**src/rtl/ratio_seq_pkg.sv**
```systemverilog
package ratio_seq_pkg;

  localparam int NUM_RATIOS = 10;

  typedef enum logic [2:0] {
    ST_PDN,
    ST_MEAS,
    ST_REF,
    ST_CONV,
    ST_MUTE,
    ST_RUN
  } seqState_t;

  // datapath -> control
  typedef struct packed {
    logic lrRise;
    logic ratioHit;
    logic lost;
  } dpStatus_t;

  // control -> datapath
  typedef struct packed {
    logic latchRatio;
    logic flagErr;
    logic clearAll;
  } ctrlStrobe_t;

  // master cycles per frame for each supported ratio, ascending
  function automatic int ratioOf(input int idx);
    int base;
    int pow;
    pow  = idx / 2;
    base = (idx % 2 == 0) ? 64 : 96;
    if (idx == NUM_RATIOS - 1) return 1152;
    return base << pow;
  endfunction

endpackage

```
**src/rtl/ratio_seq_dp.sv**
```systemverilog
module ratio_seq_dp
  import ratio_seq_pkg::*;
#(
  parameter int TOL        = 2,
  parameter int LOSS_LIMIT = 2304,
  parameter int DEM_EDGES  = 5
) (
  input  logic        clk,
  input  logic        rst_n,
  input  logic        frameClk,
  input  logic        emphCtrlIn,
  input  logic        intBitClkMode,
  input  ctrlStrobe_t cmd,
  output dpStatus_t   stat,
  output logic [3:0]  ratioCode,
  output logic        ratioErr,
  output logic        deemphEn
);

  localparam int CNT_W = $clog2(LOSS_LIMIT + 1) + 1;
  localparam int DW    = $clog2(DEM_EDGES + 1);
  localparam logic [CNT_W-1:0] CNT_MAX = '1;

  // two-flop synchronizer plus one history flop for edge detection
  logic [2:0] lrSync;
  logic [1:0] demSync;
  logic       lrRise, lrFall, demSample;

  always_ff @(posedge clk) begin
    if (!rst_n) begin
      lrSync  <= '0;
      demSync <= '1;
    end else begin
      lrSync  <= {lrSync[1:0], frameClk};
      demSync <= {demSync[0], emphCtrlIn};
    end
  end

  assign lrRise    = lrSync[1] & ~lrSync[2];
  assign lrFall    = ~lrSync[1] & lrSync[2];
  assign demSample = demSync[1];

  // cycles since the last rising edge; equals the period at the next edge
  logic [CNT_W-1:0] periodCnt;

  always_ff @(posedge clk) begin
    if (!rst_n)                   periodCnt <= '0;
    else if (lrRise)              periodCnt <= CNT_W'(1);
    else if (periodCnt != CNT_MAX) periodCnt <= periodCnt + 1'b1;
  end

  // window match against every supported ratio
  logic [NUM_RATIOS-1:0] hitVec;
  logic [3:0]            hitCode;

  for (genvar g = 0; g < NUM_RATIOS; g++) begin : g_win
    localparam int RVAL = ratioOf(g);
    assign hitVec[g] = (periodCnt >= CNT_W'(RVAL - TOL)) &&
                       (periodCnt <= CNT_W'(RVAL + TOL));
  end

  always_comb begin
    hitCode = '0;
    for (int k = 0; k < NUM_RATIOS; k++) begin
      if (hitVec[k]) hitCode = 4'(k + 1);
    end
  end

  assign stat.lrRise   = lrRise;
  assign stat.ratioHit = |hitVec;
  assign stat.lost     = (periodCnt >= CNT_W'(LOSS_LIMIT));

  always_ff @(posedge clk) begin
    if (!rst_n || cmd.clearAll) begin
      ratioCode <= '0;
      ratioErr  <= 1'b0;
    end else if (cmd.latchRatio) begin
      ratioCode <= hitCode;
      ratioErr  <= 1'b0;
    end else if (cmd.flagErr) begin
      ratioErr  <= 1'b1;
    end
  end

  // de-emphasis run-length filter on frame falling edges
  logic          lastLvl;
  logic [DW-1:0] runCnt, newCnt;

  always_comb begin
    if (demSample != lastLvl)             newCnt = DW'(1);
    else if (runCnt == DW'(DEM_EDGES))    newCnt = runCnt;
    else                                  newCnt = runCnt + 1'b1;
  end

  always_ff @(posedge clk) begin
    if (!rst_n || !intBitClkMode) begin
      lastLvl  <= 1'b1;
      runCnt   <= '0;
      deemphEn <= 1'b0;
    end else if (lrFall) begin
      lastLvl <= demSample;
      runCnt  <= newCnt;
      if (newCnt == DW'(DEM_EDGES)) deemphEn <= ~demSample;
    end
  end

endmodule

```
**src/rtl/ratio_seq_ctrl.sv**
```systemverilog
module ratio_seq_ctrl
  import ratio_seq_pkg::*;
#(
  parameter int REF_CYCLES  = 4096,
  parameter int CONV_CYCLES = 4096,
  parameter int MUTE_FRAMES = 2000
) (
  input  logic        clk,
  input  logic        rst_n,
  input  dpStatus_t   stat,
  output ctrlStrobe_t cmd,
  output logic        refEn,
  output logic        convEn,
  output logic        modRstN,
  output logic        audioUnmute
);

  localparam int SEQ_MAX = (REF_CYCLES > CONV_CYCLES) ? REF_CYCLES : CONV_CYCLES;
  localparam int SEQ_W   = $clog2(SEQ_MAX + 1);
  localparam int FRM_W   = $clog2(MUTE_FRAMES + 1);

  seqState_t        state, nextState;
  logic [SEQ_W-1:0] seqCnt;
  logic [FRM_W-1:0] frameCnt;

  always_comb begin
    nextState = state;
    cmd       = '0;
    unique case (state)
      ST_PDN:  if (stat.lrRise) nextState = ST_MEAS;
      ST_MEAS: begin
        if (stat.lost) begin
          nextState    = ST_PDN;
          cmd.clearAll = 1'b1;
        end else if (stat.lrRise) begin
          if (stat.ratioHit) begin
            nextState      = ST_REF;
            cmd.latchRatio = 1'b1;
          end else begin
            cmd.flagErr = 1'b1;
          end
        end
      end
      ST_REF, ST_CONV, ST_MUTE, ST_RUN: begin
        if (stat.lost) begin
          nextState    = ST_PDN;
          cmd.clearAll = 1'b1;
        end else if (state == ST_REF && seqCnt == SEQ_W'(REF_CYCLES - 1)) begin
          nextState = ST_CONV;
        end else if (state == ST_CONV && seqCnt == SEQ_W'(CONV_CYCLES - 1)) begin
          nextState = ST_MUTE;
        end else if (state == ST_MUTE && stat.lrRise &&
                     frameCnt == FRM_W'(MUTE_FRAMES - 1)) begin
          nextState = ST_RUN;
        end
      end
      default: nextState = ST_PDN;
    endcase
  end

  always_ff @(posedge clk) begin
    if (!rst_n) begin
      state    <= ST_PDN;
      seqCnt   <= '0;
      frameCnt <= '0;
    end else begin
      state <= nextState;
      if (nextState != state) begin
        seqCnt   <= '0;
        frameCnt <= '0;
      end else begin
        if (state == ST_REF || state == ST_CONV) seqCnt <= seqCnt + 1'b1;
        if (state == ST_MUTE && stat.lrRise)     frameCnt <= frameCnt + 1'b1;
      end
    end
  end

  assign refEn       = (state == ST_REF) || (state == ST_CONV) ||
                       (state == ST_MUTE) || (state == ST_RUN);
  assign convEn      = (state == ST_CONV) || (state == ST_MUTE) || (state == ST_RUN);
  assign modRstN     = convEn;
  assign audioUnmute = (state == ST_RUN);

endmodule

```
**src/rtl/mclk_ratio_sequencer.sv**
```systemverilog
module mclk_ratio_sequencer
  import ratio_seq_pkg::*;
#(
  parameter int TOL         = 2,
  parameter int LOSS_LIMIT  = 2304,
  parameter int DEM_EDGES   = 5,
  parameter int REF_CYCLES  = 4096,
  parameter int CONV_CYCLES = 4096,
  parameter int MUTE_FRAMES = 2000
) (
  input  logic       clk,
  input  logic       rst_n,
  input  logic       frameClk,
  input  logic       emphCtrlIn,
  input  logic       intBitClkMode,
  output logic [3:0] ratioCode,
  output logic       ratioErr,
  output logic       refEn,
  output logic       convEn,
  output logic       modRstN,
  output logic       audioUnmute,
  output logic       deemphEn
);

  dpStatus_t   stat;
  ctrlStrobe_t cmd;

  ratio_seq_dp #(
    .TOL(TOL), .LOSS_LIMIT(LOSS_LIMIT), .DEM_EDGES(DEM_EDGES)
  ) u_dp (
    .clk(clk), .rst_n(rst_n), .frameClk(frameClk), .emphCtrlIn(emphCtrlIn),
    .intBitClkMode(intBitClkMode), .cmd(cmd), .stat(stat),
    .ratioCode(ratioCode), .ratioErr(ratioErr), .deemphEn(deemphEn)
  );

  ratio_seq_ctrl #(
    .REF_CYCLES(REF_CYCLES), .CONV_CYCLES(CONV_CYCLES), .MUTE_FRAMES(MUTE_FRAMES)
  ) u_ctrl (
    .clk(clk), .rst_n(rst_n), .stat(stat), .cmd(cmd),
    .refEn(refEn), .convEn(convEn), .modRstN(modRstN), .audioUnmute(audioUnmute)
  );

endmodule

```
**config.mk**
```make
export PLATFORM = sky130hd
export DESIGN_NAME = mclk_ratio_sequencer
export DESIGN_NICKNAME = d
export VERILOG_FILES = /design/src/rtl/ratio_seq_pkg.sv /design/src/rtl/ratio_seq_dp.sv /design/src/rtl/ratio_seq_ctrl.sv /design/src/rtl/mclk_ratio_sequencer.sv
export SDC_FILE = /design/constraint.sdc
export NUM_CORES = 1
export LEC_CHECK = 0
export BUFFER_PORTS_ARGS = -buffer_cell sky130_fd_sc_hd__buf_2
export CAP_MARGIN = 20
export CORE_ASPECT_RATIO = 0.9
export CORE_MARGIN = 2
export CORE_UTILIZATION = 60
export DETAILED_ROUTE_END_ITERATION = 8
export PLACE_DENSITY = 0.78
export SYNTH_ARGS = -nofsm -noshare
export SYNTH_HDL_FRONTEND = slang
export SYNTH_SLANG_ARGS = --single-unit
```
**constraint.sdc**
```tcl
create_clock -name clk -period 4.85 [get_ports clk]
set_input_delay 0.2425 -clock clk [delete_from_list [all_inputs] [get_ports clk]]
set_output_delay 0.2425 -clock clk [all_outputs]
set_load 0.01 [all_outputs]
```
==> metrics.md, run 1 <==
| Metric | Value |
|---|---|
| Outcome | `finished clean` |
| Cts-stage hold buffer count | `0` |
| CTS Buffer Depth | `2` |
| Number of flops mapped to enable cells by yosys | `0` |
| Nets | `378` |
| Syn avg cell area | `8.02 um^2` |
| Clock-pin transition on the worst setup and hold timing paths | `100 ps` |
| Vias in the first global route | `~2300` |
| Leakage power | `between 1 and 1.5 nW` |
| Largest net degree at the start of global routing | `25` |
| Leading area contributor after synthesis | `dfxtp_1` |
| Post-Syn Area | `2930 um^2` |
| Setup violations, final | `0` |
| Critical path required time | `around 5000 ps` |
| Max-slew violation count | `0` |
| CTS Buf Count | `5` |
| Ports | `15` |
| Tmin final | `between 2000 and 3000 ps` |
| Final setup skew | `roughly 6.4 ps` |
| Maximum clock rate | `0.356 GHz` |
| Chip height | `around 70 um` |
| Crit-path max cell delay | `670 ps` |
| Synth top area share | `0.376` |
| N_diodes | `0` |
| Startpoint class of the critical path | `register` |
| Rows | `24` |
| GPL Wtd Cong | `around 0.96` |
| Critical Path End Type | `register` |
| Layout cells sized above 1 | `0.0761` |
| Chip Width | `roughly 78 um` |
| RSZ-0062 raised after global routing | `no` |
| Main area contributors after synthesis | `dfxtp_1, nor2_1, xnor2_1` |
| Post-Route WL | `about 5700 um` |
| Post-route design area | `just over 3000 um^2` |
| Max-cap violations | `0` |
| CP top delay family | `compound AO/OA/AOI/OAI gates` |
| Wirelength per Cell | `between 10 and 15 um` |
| Synth unique cells | `53` |
| Detail Route Antenna Nets | `0` |
| Hold Path Class | `in2reg` |
| Vias | `about 2500` |
| Final hold violations | `0` |
| DP Cell Count | `between 400 and 500` |
| First-pass GRT wire length | `10100 um` |
| H-tree levels | `2` |
| Syn_nets | `between 300 and 400` |
| Ys Warns | `0` |
| DP HPWL | `slightly above 4000 um` |
| Post-CTS Setup Repair Bufs | `0` |
| DP Area | `approximately 3000 um^2` |
| Core Area | `~4800 um^2` |
| Post-synthesis sequential area ratio | `0.376` |
| First-pass detailed-route iteration total | `4` |
| Synth-to-layout area growth | `4.70%` |
| Asr flop ratio synth | `0` |
| Critical path, cell by cell | `a2111oi_1 > nand4_1 > a211o_1 > o221ai_1 > nor4_1 > o2111ai_4 > nor2_1` |
| Crit-path slowest cell | `a2111oi_1` |
| Initial core utilization | `0.613` |
| #FFs+latches synth | `55` |
| Setup TNS | `0 ps` |
| Root Driver | `clkbuf_8` |
| Max FO, Critical Path | `24` |
| Worst vdd ir | `0.163 mV` |
| Max-slew headroom | `0.536` |
| Critical Path AT | `between 2000 and 3000 ps` |
| Clock Latency Late Sink | `about 310 ps` |
| Critical path type | `reg2reg` |
| Worst Path Buf+Inv | `0` |
| P per Cell Area | `252 nW/um^2` |
| Mapped Cells | `between 300 and 400` |
| Final period utilization | `0.579` |
| Initial antenna violation count | `0` |
| DR vias/cell | `about 5.7` |
| Most used DFF post-synth | `dfxtp_1` |
| Initial DRC count | `roughly 150` |
| CTS Sinks | `55` |
| Grt ovf | `0` |
| CTS tree | `built` |
| Remaining DRCs | `0` |
| All-Layer GR Usage | `0.225` |
| DIE AREA | `between 5000 and 6000 um^2` |
| Slew @ Worst Pin | `691 ps` |
| Post-cts gate resize count | `0` |
| Non-Filler Instances | `433` |
| IO buf count | `14` |
per-stage QoR:
step	total power [mW]	setup WS (ps)	hold slack, ps	util
floorplan	0.511	2480	323	-
global placement	0.519	2070	405	0.623
detailed placement	0.519	2050	411	0.623
CTS	0.779	2040	103	0.642
global route	0.809	1750	116	0.642
finish	0.772	2040	102	0.642
where the power goes:
group / leakage (nW) / switching (mW) / internal, mW
sequential: 0.445 / 0.00867 / 0.457
clock: 0.0461 / 0.158 / 0.105
combinational: 0.649 / 0.0285 / 0.0156
registers in the layout, summed over array words and instances (netlist names):
name / flops
u_dp.deemphEn: 1
u_dp.periodCnt: 13
u_dp.ratioErr: 1
u_dp.ratioCode: 4
u_dp.lrSync: 3
u_ctrl.seqCnt: 13
u_ctrl.state: 3
u_dp.lastLvl: 1
u_ctrl.frameCnt: 11
u_dp.runCnt: 3
u_dp.demSync: 2
final cells by class:
cell class | count | area [um^2]
clock buffers | 5 | 68.8
clock inverters | 3 | 23.8
fillers | 427 | 1710
inverters | 13 | 48.8
multi-input cells | 278 | 1670
flip-flops and latches | 55 | 1100
well taps | 65 | 81.3
repair buffers | 14 | 70.1
cells in the final DEF, fill, tap and decap left out, drive strengths merged, types with 4 or more instances in the layout:
master   n
clkbuf   5
nor2b    4
and2     4
or3      8
nand2b   5
xnor2   15
o211ai   5
a211oi   5
xor2    15
and3     5
nand4   15
inv     14
dfxtp   55
mux2i    5
ha       6
buf     14
nand2   34
nor3    17
o21ai    9
a21oi   15
nor4     5
nand3   13
nor2    61
cells by family after synthesis:
group / synth area share
AO/OA/AOI/OAI: 0.144
XOR/XNOR: 0.0897
adder cells (fa/ha/maj): 0.0256
buffers and inverters: 0.0530
AND/OR/NAND/NOR: 0.295
multiplexers: 0.0171
flip-flops: 0.376
cell usage after synthesis (all sizes together), types with 2 or more instances:
library cell and count:
nor2 61, dfxtp 55, nand2 34, nor3 17
a21oi 15, nand4 15, xnor2 15, xor2 15
buf 14, inv 13, nand3 13, o21ai 9
or3 8, ha 6, a211oi 5, and3 5
clkbuf 5, mux2i 5, nand2b 5, nor4 5
o211ai 5, and2 4, nor2b 4, a21boi 3
a21o 3, a31oi 3, a2111o 2, o2111ai 2
worst paths after layout:
| check | startpoint | endpoint | slack (ps) | depth (start not counted) |
|---|---|---|---|---|
| max | u_dp.periodCnt[0]$_SDFFE_PN0P_ | u_ctrl.seqCnt[0]$_SDFFE_PP0P_ | 2040 | 7 |
| min | emphCtrlIn | u_dp.demSync[0]$_SDFF_PN1_ | 100 | 2 |
| max reg2reg | u_dp.periodCnt[0]$_SDFFE_PN0P_ | u_ctrl.seqCnt[0]$_SDFFE_PP0P_ | 2040 | 7 |
| min reg2reg | u_dp.demSync[0]$_SDFF_PN1_ | u_dp.demSync[1]$_SDFF_PN1_ | 440 | 1 |
routing by layer:
metal / part of all wire / up-vias / track usage / routed length (um)
met4: 0.012 / 0 / 0.0833 / 66
li1: - / 1277 / - / -
met2: 0.43 / 71 / 0.332 / 2420
met1: 0.51 / 1130 / 0.324 / 2910
met3: 0.049 / 8 / 0.0452 / 277
met5: 0 / - / 0 / 0
worst register-to-register path: cells and delay by family, from the launching register on:
family,cells,cell delay (ps)
AOI/OAI and AO/OA,4,1740
DFF,1,410
and+or+nand+nor,3,510
No activity file was read; power rests on OpenSTA's default activity.
==> run 2: changes to the inputs <==
Settings changed: CORE_UTILIZATION 60 to 55, PLACE_DENSITY 0.78 to 0.76.
Clock period 4.85 ns to 2.3 ns, I/O delays scaled along.
==> metrics.md, run 2 (same netlist as run 1, synthesis figures left out) <==
| Metric | Value |
|---|---|
| H-tree levels | `2 (unchanged)` |
| First-pass GRT wire length | `11000 um (+8.7%)` |
| Post-Place Worst Slack | `-80.8 ps (-2130 ps)` |
| Vias in the first global route | `2555 (+11%)` |
| Synth-to-layout area growth | `23.9%` |
| DP HPWL | `4770 um (+17%)` |
| Grt ovf | `0 (unchanged)` |
| Largest regs | `u_ctrl.seqCnt x13, u_dp.periodCnt x13, u_ctrl.frameCnt x11` |
| Vias | `2746 (+10%)` |
| Max-cap violations | `0 (unchanged)` |
| Clk network pwr share | `0.332 (-0.008)` |
| Reg power frac | `0.589 (-0.013)` |
| Initial core utilization | `0.564 (-0.0494)` |
| Critical path required time | `2480 ps (-2550 ps)` |
| Comb pwr share | `0.079 (+0.022)` |
| CTS Sinks | `55 (unchanged)` |
| DR vias/cell | `5.60 (-2.4%)` |
| Core Area | `5190 um^2 (+8.8%)` |
| Commonest cells after routing, fill and taps aside | `nor2_1, buf_4, dfxtp_1` |
| Remaining DRCs | `0 (unchanged)` |
| Final hold violations | `0 (unchanged)` |
| Crit-path slowest cell | `or3_1` |
| Leakage power | `1.44 nW (+26%)` |
| Critical path, cell by cell | `nand4_1 > or3_1 > a211o_1 > o221ai_2 > buf_4 > o31a_1 > mux2i_1 > nor2_1` |
| CTS Buf Count | `5 (unchanged)` |
| Setup TNS | `-68.8 ps (-68.8 ps)` |
| DIE AREA | `5930 um^2 (+8.6%)` |
| First-pass detailed-route iteration total | `4 (unchanged)` |
| Tmin final | `2330 ps (-480 ps)` |
| CP top delay family | `compound AO/OA/AOI/OAI gates` |
| Max-slew headroom | `0.572 (+0.0363)` |
| P_sw | `420 uW (+110%)` |
| Internal power | `1.24 mW (+110%)` |
| Root Driver | `clkbuf_8` |
| Worst Path Buf+Inv | `1 (+1)` |
| Ports | `15 (unchanged)` |
| Non-Filler Instances | `490 (+13%)` |
| Critical path type | `reg2reg` |
| Clock Latency Late Sink | `320 ps (about the same)` |
| IO buf count | `14 (unchanged)` |
| GPL Wtd Cong | `0.939 (-1.7%)` |
| DP Cell Count | `473 (+11%)` |
| Slew @ Worst Pin | `635 ps (-55.9 ps)` |
| Maximum clock rate | `0.430 GHz (+21%)` |
| Worst vdd ir | `0.320 mV (+96%)` |
| Hold Path Class | `in2reg` |
| Commonest non-fill, non-tap cell in the layout | `nor2_1` |
| N_diodes | `0 (unchanged)` |
| Nets | `433 (+15%)` |
| Crit-path max cell delay | `420 ps (-250 ps)` |
| All-Layer GR Usage | `0.236 (+0.0111)` |
| Startpoint class of the critical path | `register` |
| R2R depth | `8 (+1)` |
| Max-slew violation count | `0 (unchanged)` |
| Failing checks | `setup timing` |
| Worst setup margin | `-27.9 ps (-2070 ps)` |
| Hold WS | `16.9 ps (-85.2 ps)` |
| Chip height | `73.2 um (+4.2%)` |
| Final period utilization | `1.01 (+0.433)` |
| Final setup skew | `14.6 ps (+8.12 ps)` |
| Max FO, Critical Path | `7 (-71%)` |
| CTS tree | `built` |
| Clock-pin transition on the worst setup and hold timing paths | `90 ps (about the same)` |
| Rows | `25 (+4.2%)` |
| Wirelength per Cell | `13.9 um (+5.7%)` |
| Layout cells sized above 1 | `0.255 (+0.179)` |
| Post-Route WL | `6790 um (+20%)` |
| Critical Path AT | `2510 ps (-480 ps)` |
| Setup violations, final | `9 (+9)` |
| Outcome | `finished with violations` |
| Largest net degree at the start of global routing | `25 (unchanged)` |
| Chip Width | `80.9 um (+4.2%)` |
| CTS Buffer Depth | `2 (unchanged)` |
| RSZ-0062 raised after global routing | `yes` |
| Hold depth | `2 (unchanged)` |
| CP Depth | `8 (+1)` |
| P per Cell Area | `457 nW/um^2 (+81%)` |
| Initial antenna violation count | `0 (unchanged)` |
| Detail Route Antenna Nets | `0 (unchanged)` |
| Initial DRC count | `153 (unchanged)` |
| Critical Path End Type | `register` |
| Switching share of power | `0.253 (about the same)` |
[run 2: changes by cell type in the layout (fill, tap and decap cells not counted), sizes merged]
cell	delta
dlygate4sd3	+2
clkinv	+1
clkbuf	+1
inv	-1
clkinvlp	-1
buf	+53
[run 2: final cells by class]
type                       count  area, um^2
inverter                      13        48.8
clock inverter                 2        17.5
clock buffer                   6        72.6
fill                         420        1560
multi-input combinational    278        1780
tap                           67        83.8
sequential                    55        1130
timing repair buffer          69         500
[run 2: power by group through the flow]
stage,registers [mW],logic (mW),clock network (mW)
floorplan,0.993,0.0870,0
global placement,0.999,0.116,0
detailed placement,1.00,0.118,0
CTS,0.979,0.123,0.560
global route,0.979,0.143,0.593
finish,0.977,0.130,0.550
[run 2: worst paths after layout]
kind / startpoint / end / slack [ps]
worst max-delay path: u_dp.periodCnt[6]$_SDFFE_PP0P_ / u_dp.ratioCode[3]$_SDFFE_PP0P_ / -30
worst max register to register: u_dp.periodCnt[6]$_SDFFE_PP0P_ / u_dp.ratioCode[3]$_SDFFE_PP0P_ / -30
worst min-delay path: frameClk / u_dp.lrSync[0]$_SDFF_PN0_ / 20
worst min register to register: u_dp.demSync[0]$_SDFF_PN1_ / u_dp.demSync[1]$_SDFF_PN1_ / 420
[run 2: through the flow]
step | area (um^2) | util | power, mW
CTS | 3500 | 0.674 | 1.66
floorplan | 2940 | - | 1.08
global placement | 3340 | 0.643 | 1.11
detailed placement | 3340 | 0.643 | 1.12
finish | 3630 | 0.699 | 1.66
global route | 3630 | 0.699 | 1.72
[run 2: what timing repair did]
action / in CTS / in global routing
hold buffers: 2 / 0
setup buffers: 3 / 4
endpoints found under the hold margin: 2 / 0
setup endpoints to repair: 29 / 29
pin swaps: 3 / 8
gates resized for setup: 11 / 24
[run 2: layer usage]
layer	share of wire	track usage
met1	0.45	0.288
met3	0.034	0.0421
met2	0.49	0.404
met4	0.029	0.111
met5	0	0
